--- config.mk ---
export PLATFORM = sky130hd
export DESIGN_NAME = show_cycle_ctl
export DESIGN_NICKNAME = d
export VERILOG_FILES = /design/src/rtl/show_pkg.sv /design/src/rtl/show_mode_reg.sv /design/src/rtl/show_pin_ctl.sv /design/src/rtl/show_cycle_ctl.sv
export SDC_FILE = /design/constraint.sdc
export NUM_CORES = 1
export LEC_CHECK = 0
export CAP_MARGIN = 25
export CORE_MARGIN = 1
export CORE_UTILIZATION = 40
export CTS_BUF_LIST = sky130_fd_sc_hd__clkbuf_2
export DETAILED_ROUTE_END_ITERATION = 16
export PLACE_DENSITY_LB_ADDON = 0.25
export SETUP_SLACK_MARGIN = 0.4
export SLEW_MARGIN = 20
export SYNTH_ARGS = -nofsm -noshare
export SYNTH_HDL_FRONTEND = slang
export SYNTH_SLANG_ARGS = --single-unit
--- constraint.sdc ---
create_clock -name clk -period 2 [get_ports clk]
set_input_delay 0.3 -clock clk [delete_from_list [all_inputs] [get_ports clk]]
set_output_delay 0.3 -clock clk [all_outputs]
set_load 0.02 [all_outputs]
--- src/rtl/show_pkg.sv ---
package show_pkg;

    typedef enum logic [1:0] {
        SHOW_OFF      = 2'b00,
        SHOW_ON       = 2'b01,
        SHOW_RSVD     = 2'b10,
        SHOW_ON_HALT  = 2'b11
    } show_mode_t;

    // Any nonzero encoding mirrors internal cycles on the pins.
    function automatic logic mode_shows(input show_mode_t m);
        return m != SHOW_OFF;
    endfunction

    // Only one encoding stalls internal traffic under an external owner.
    function automatic logic mode_halts(input show_mode_t m);
        return m == SHOW_ON_HALT;
    endfunction

endpackage

--- src/rtl/show_mode_reg.sv ---
module show_mode_reg
    import show_pkg::*;
(
    input  logic       clk,
    input  logic       rst_n,
    input  logic       we,
    input  logic [1:0] wdata,
    output show_mode_t mode
);

    typedef struct packed {
        show_mode_t mode;
    } mode_state_t;

    mode_state_t st_d, st_q;

    always_comb begin
        st_d = st_q;
        if (we) begin
            st_d.mode = show_mode_t'(wdata);
        end
    end

    always_ff @(posedge clk or negedge rst_n) begin
        if (!rst_n) begin
            st_q <= '{mode: SHOW_OFF};
        end else begin
            st_q <= st_d;
        end
    end

    assign mode = st_q.mode;

    a_r2_mode_load: assert property (@(posedge clk) disable iff (!rst_n)
        we |=> (mode == show_mode_t'($past(wdata))));

    a_r2_mode_hold: assert property (@(posedge clk) disable iff (!rst_n)
        !we |=> $stable(mode));

endmodule

--- src/rtl/show_pin_ctl.sv ---
module show_pin_ctl
    import show_pkg::*;
#(
    parameter int AW  = 24,
    parameter int DW  = 16,
    parameter int FCW = 3,
    parameter int SZW = 2
) (
    input  logic           clk,
    input  logic           rst_n,
    input  show_mode_t     mode,
    input  logic           strobe,
    input  logic           is_ext,
    input  logic [AW-1:0]  addr,
    input  logic [FCW-1:0] fc,
    input  logic [SZW-1:0] size,
    input  logic           rw,
    input  logic [DW-1:0]  data,
    input  logic           owned,
    output logic [AW-1:0]  ext_addr,
    output logic [FCW-1:0] ext_fc,
    output logic [SZW-1:0] ext_size,
    output logic           ext_rw,
    output logic           as_en,
    output logic           ds_en,
    output logic           dbus_oe,
    output logic [DW-1:0]  dbus_out,
    output logic           halt_req
);

    typedef struct packed {
        logic [AW-1:0]  addr;
        logic [FCW-1:0] fc;
        logic [SZW-1:0] size;
        logic           rw;
        logic           as_en;
        logic           ds_en;
        logic           oe;
        logic [DW-1:0]  dout;
        logic           halt;
    } pin_state_t;

    pin_state_t st_d, st_q;

    logic int_acc;
    logic ext_acc;
    logic show_now;

    always_comb begin
        int_acc  = strobe && !is_ext;
        ext_acc  = strobe && is_ext && !owned;
        show_now = int_acc && mode_shows(mode) && !owned;

        st_d = st_q;
        if (strobe) begin
            st_d.addr = addr;
            st_d.fc   = fc;
            st_d.size = size;
            st_d.rw   = rw;
        end
        st_d.as_en = ext_acc;
        st_d.ds_en = ext_acc || show_now;
        st_d.oe    = show_now || (ext_acc && !rw);
        if (st_d.oe) begin
            st_d.dout = data;
        end
        st_d.halt = mode_halts(mode) && owned;
    end

    always_ff @(posedge clk or negedge rst_n) begin
        if (!rst_n) begin
            st_q <= '0;
        end else begin
            st_q <= st_d;
        end
    end

    assign ext_addr = st_q.addr;
    assign ext_fc   = st_q.fc;
    assign ext_size = st_q.size;
    assign ext_rw   = st_q.rw;
    assign as_en    = st_q.as_en;
    assign ds_en    = st_q.ds_en;
    assign dbus_oe  = st_q.oe;
    assign dbus_out = st_q.dout;
    assign halt_req = st_q.halt;

    a_r3_addr_follow: assert property (@(posedge clk) disable iff (!rst_n)
        strobe |=> (ext_addr == $past(addr)) && (ext_rw == $past(rw)));

    a_r4_off_quiet: assert property (@(posedge clk) disable iff (!rst_n)
        (strobe && !is_ext && mode == SHOW_OFF) |=> (!ds_en && !dbus_oe));

    a_r5_show_drive: assert property (@(posedge clk) disable iff (!rst_n)
        (strobe && !is_ext && mode != SHOW_OFF && !owned)
            |=> (ds_en && dbus_oe && dbus_out == $past(data)));

    a_r6_no_as_internal: assert property (@(posedge clk) disable iff (!rst_n)
        (strobe && !is_ext) |=> !as_en);

    a_r7_owned_silent: assert property (@(posedge clk) disable iff (!rst_n)
        owned |=> (!as_en && !ds_en && !dbus_oe));

    a_r8_halt_set: assert property (@(posedge clk) disable iff (!rst_n)
        (owned && mode == SHOW_ON_HALT) |=> halt_req);

    a_r8_halt_clear: assert property (@(posedge clk) disable iff (!rst_n)
        !(owned && mode == SHOW_ON_HALT) |=> !halt_req);

    a_r10_idle_quiet: assert property (@(posedge clk) disable iff (!rst_n)
        !strobe |=> (!as_en && !ds_en && !dbus_oe));

    a_r10_dout_hold: assert property (@(posedge clk) disable iff (!rst_n)
        !dbus_oe |-> $stable(dbus_out) || $rose(dbus_oe) || $fell(dbus_oe));

endmodule

--- src/rtl/show_cycle_ctl.sv ---
module show_cycle_ctl
    import show_pkg::*;
#(
    parameter int AW  = 24,
    parameter int DW  = 16,
    parameter int FCW = 3,
    parameter int SZW = 2
) (
    input  logic           clk,
    input  logic           rst_n,
    input  logic           cfg_we,
    input  logic [1:0]     cfg_wdata,
    output logic [1:0]     cfg_mode,
    input  logic           int_strobe,
    input  logic           int_is_ext,
    input  logic [AW-1:0]  int_addr,
    input  logic [FCW-1:0] int_fc,
    input  logic [SZW-1:0] int_size,
    input  logic           int_rw,
    input  logic [DW-1:0]  int_data,
    input  logic           ext_owned,
    output logic [AW-1:0]  ext_addr,
    output logic [FCW-1:0] ext_fc,
    output logic [SZW-1:0] ext_size,
    output logic           ext_rw,
    output logic           as_en,
    output logic           ds_en,
    output logic           dbus_oe,
    output logic [DW-1:0]  dbus_out,
    output logic           halt_req
);

    show_mode_t mode;

    show_mode_reg u_mode (
        .clk   (clk),
        .rst_n (rst_n),
        .we    (cfg_we),
        .wdata (cfg_wdata),
        .mode  (mode)
    );

    assign cfg_mode = mode;

    show_pin_ctl #(
        .AW  (AW),
        .DW  (DW),
        .FCW (FCW),
        .SZW (SZW)
    ) u_pins (
        .clk      (clk),
        .rst_n    (rst_n),
        .mode     (mode),
        .strobe   (int_strobe),
        .is_ext   (int_is_ext),
        .addr     (int_addr),
        .fc       (int_fc),
        .size     (int_size),
        .rw       (int_rw),
        .data     (int_data),
        .owned    (ext_owned),
        .ext_addr (ext_addr),
        .ext_fc   (ext_fc),
        .ext_size (ext_size),
        .ext_rw   (ext_rw),
        .as_en    (as_en),
        .ds_en    (ds_en),
        .dbus_oe  (dbus_oe),
        .dbus_out (dbus_out),
        .halt_req (halt_req)
    );

endmodule

==> flow_summary.json <==
{
  "critical_path_arrival_ns": 1.18,
  "grt_pass1_wl_um": 6499,
  "nNetsFinal": 278,
  "p_int_mw": 1.633,
  "port_buffers": 105,
  "switchingPower_mw": 0.6849,
  "numCtsBuffers": 5,
  "routed.top_layer": "met4",
  "die_y_um": 71.72,
  "finalWirelength_um": 4058,
  "vias": 1314,
  "met1_length_um": 1697,
  "slew_headroom": 0.5808,
  "rsz0062_at_grt": "false",
  "syn_area_um2": 1944,
  "first_pass_iters": 4,
  "dpl.hpwl_um": 3111,
  "worst_slack_ns": 0.5191,
  "initial_core_util": 0.4144,
  "clockBufferDepth": 2,
  "grt_max_degree": 53,
  "tns_ns": 0,
  "worstHoldPathType": "in2reg",
  "yosysWarnings": 0,
  "critical_path.slowest_cell": "dfrtp_1",
  "critPathCaptureType": "output pin",
  "worst-path-stages": 1,
  "first_iter_violations": 46,
  "final.min_clock_period_ns": 1.481,
  "diodes": 0,
  "startpoint": "u_mode.mode[0]",
  "cts_sinks": 52,
  "dpl_worst_slack_ns": 0.1789,
  "cts-root-buf": "clkbuf_2",
  "timing.final.crit_share": 0.7405,
  "holdPathStages": 3,
  "syn_avg_cell_area_um2": 17.21,
  "crit_family": "flip-flops",
  "first_global_vias": 1420,
  "cp_cell_sequence": "dlygate4sd2_1",
  "combPwrFrac": 0.296,
  "gp_congestion": 0.7196,
  "via_per_inst": 4.727,
  "critical_path.max_fanout": 4,
  "power.density_nw_per_um2": 761.0,
  "ant_nets": 0,
  "io_pins": 106,
  "cp-endpoint": "cfg_mode[0]",
  "r2r-end": "u_pins.dbus_out[8]",
  "clk_pin_slew_ns": 0.23,
  "drive_gt1_frac": 0.2634,
  "syn_inst": 113,
  "slew_violations": 0,
  "tightestPinTransition_ns": 0.6288,
  "setup_viol": 0,
  "startpoint_type": "flip-flop",
  "wl_per_cell_um": 14.60,
  "coreArea_um2": 4692,
  "maxCapViolations": 0,
  "dieArea_um2": 5144,
  "rr_worst_depth": 4,
  "dr_wl_met2_um": 1949,
  "cts_tree": "built",
  "slowest_delay_ns": 0.46,
  "status": "finished, final reports clean",
  "hold_viol_final": 0,
  "grt_overflow_total": 0,
  "clkLatencyLatePin_ns": 0.41,
  "antenna_found_initial": 0,
  "setup.worst_path.class": "reg2out",
  "r2r_setup_slack_ns": 0.56,
  "ir_drop_mv": 0.4795,
  "track_usage": 0.1673,
  "synth-seq-cells": 52,
  "synth_cell_types": 12,
  "route.detailed.drc": 0,
  "critPathRequiredTime_ns": 1.70,
  "worst-path-buf-inv": 1,
  "cts_htree_levels": 2,
  "rows": 25,
  "area_growth_pct": 56.63,
  "yosysSeqAreaShare": 0.6692,
  "cts_setup_buffers": 0,
  "wl_met3_um": 357,
  "swShare": 0.2955,
  "fin_skew_ns": 0.01548,
  "die_w_um": 71.72,
  "leakage_nw": 1.431,
  "power.share.clock": 0.161,
  "fmax_mhz": 675.3,
  "r2r_start": "u_mode.mode[1]",
  "syn-num-nets": 167,
  "seqPwrFrac": 0.542
}
==> cell families after synthesis <==
group | count (synthesis) | synth area share
compound gates | 1 | 0.004505
buf+inv | 7 | 0.01802
flops | 52 | 0.6692
mux | 48 | 0.2954
simple gates | 5 | 0.01287
==> per-stage QoR <==
| stage | util | instance area [µm²] | instances | hold slack, ns | power (mW) |
|---|---|---|---|---|---|
| 3_3_place_gp | 0.6533 | 3065 | 270 | 0.4314 | 2.053 |
| 3_5_place_dp | 0.6533 | 3065 | 270 | 0.4549 | 2.077 |
| 2_1_floorplan | - | 1944 | 113 | 0.004409 | 1.627 |
| 6_report | 0.6491 | 3045 | 278 | 0.4374 | 2.318 |
| 5_1_grt | 0.6491 | 3045 | 278 | 0.3750 | 2.454 |
| 4_1_cts | 0.6491 | 3045 | 278 | 0.4072 | 2.358 |
==> state kept, by name, indices dropped and copies added, names as in the netlist <==
signal	flops
u_mode.mode	2
u_pins.ext_addr	24
u_pins.ds_en	1
u_pins.ext_size	2
u_pins.as_en	1
u_pins.halt_req	1
u_pins.ext_fc	3
u_pins.ext_rw	1
u_pins.dbus_out	16
u_pins.dbus_oe	1
==> cell usage in the layout, fill, tap and decap left out, drive strengths merged <==
cell,count
nor2,2
mux2,48
dlygate4sd2,52
clkdlybuf4s50,52
dlygate4sd3,1
clkbuf,6
nor3,1
inv,2
nand2b,1
buf,4
dfrtp,52
and3,1
clkinv,1
a211o,1
==> cells in the mapped netlist <==
cell,n,share of area
a211o_1,1,0.0045
and3_1,1,0.0032
buf_1,3,0.0058
buf_2,1,0.0026
buf_6,1,0.0058
dfrtp_1,52,0.67
inv_1,2,0.0039
mux2_2,39,0.23
mux2_4,9,0.069
nand2b_1,1,0.0032
nor2_1,2,0.0039
nor3_1,1,0.0026
==> how the worst min path moves through the flow <==
| stage | end | slack (ns) | start |
|---|---|---|---|
| finish | u_pins.as_en | 0.44 | int_is_ext |
| global route | u_pins.as_en | 0.38 | int_is_ext |
| CTS | u_pins.as_en | 0.41 | int_is_ext |
| detailed placement | u_pins.ext_addr[14] | 0.45 | rst_n |
| global placement | u_pins.ext_addr[14] | 0.43 | rst_n |
| floorplan | u_mode.mode[0] | 0.004 | rst_n |
==> final cells by class <==
| cell class | count | area (µm²) |
|---|---|---|
| timing repair buffer | 109 | 1026 |
| tap | 54 | 67.56 |
| clock inverter | 1 | 5.005 |
| multi-input combinational | 54 | 608.1 |
| inverter | 2 | 7.507 |
| fill | 364 | 1647 |
| clock buffer | 6 | 30.03 |
| sequential | 52 | 1301 |
==> power by group through the flow <==
stage	combinational (mW)	clock, mW	sequential [mW]
4_1_cts	0.698	0.401	1.26
6_report	0.687	0.374	1.26
3_5_place_dp	0.794	0	1.28
5_1_grt	0.728	0.447	1.28
2_1_floorplan	0.177	0	1.45
3_3_place_gp	0.776	0	1.28
==> routing by layer <==
| metal | GRT usage | up-vias |
|---|---|---|
| met1 | 0.2039 | 621 |
| met2 | 0.2746 | 70 |
| met3 | 0.06610 | 9 |
| met4 | 0.05229 | 0 |
| met5 | 0 | - |
| li1 | - | 614 |
==> what timing repair did <==
action | CTS | global route
hold endpoints to repair | 52 | 0
hold buffers | 1 | 0
setup endpoints to repair | 52 | 0
gates resized for setup | 52 | 0
Power figures use the tool's default switching activity.
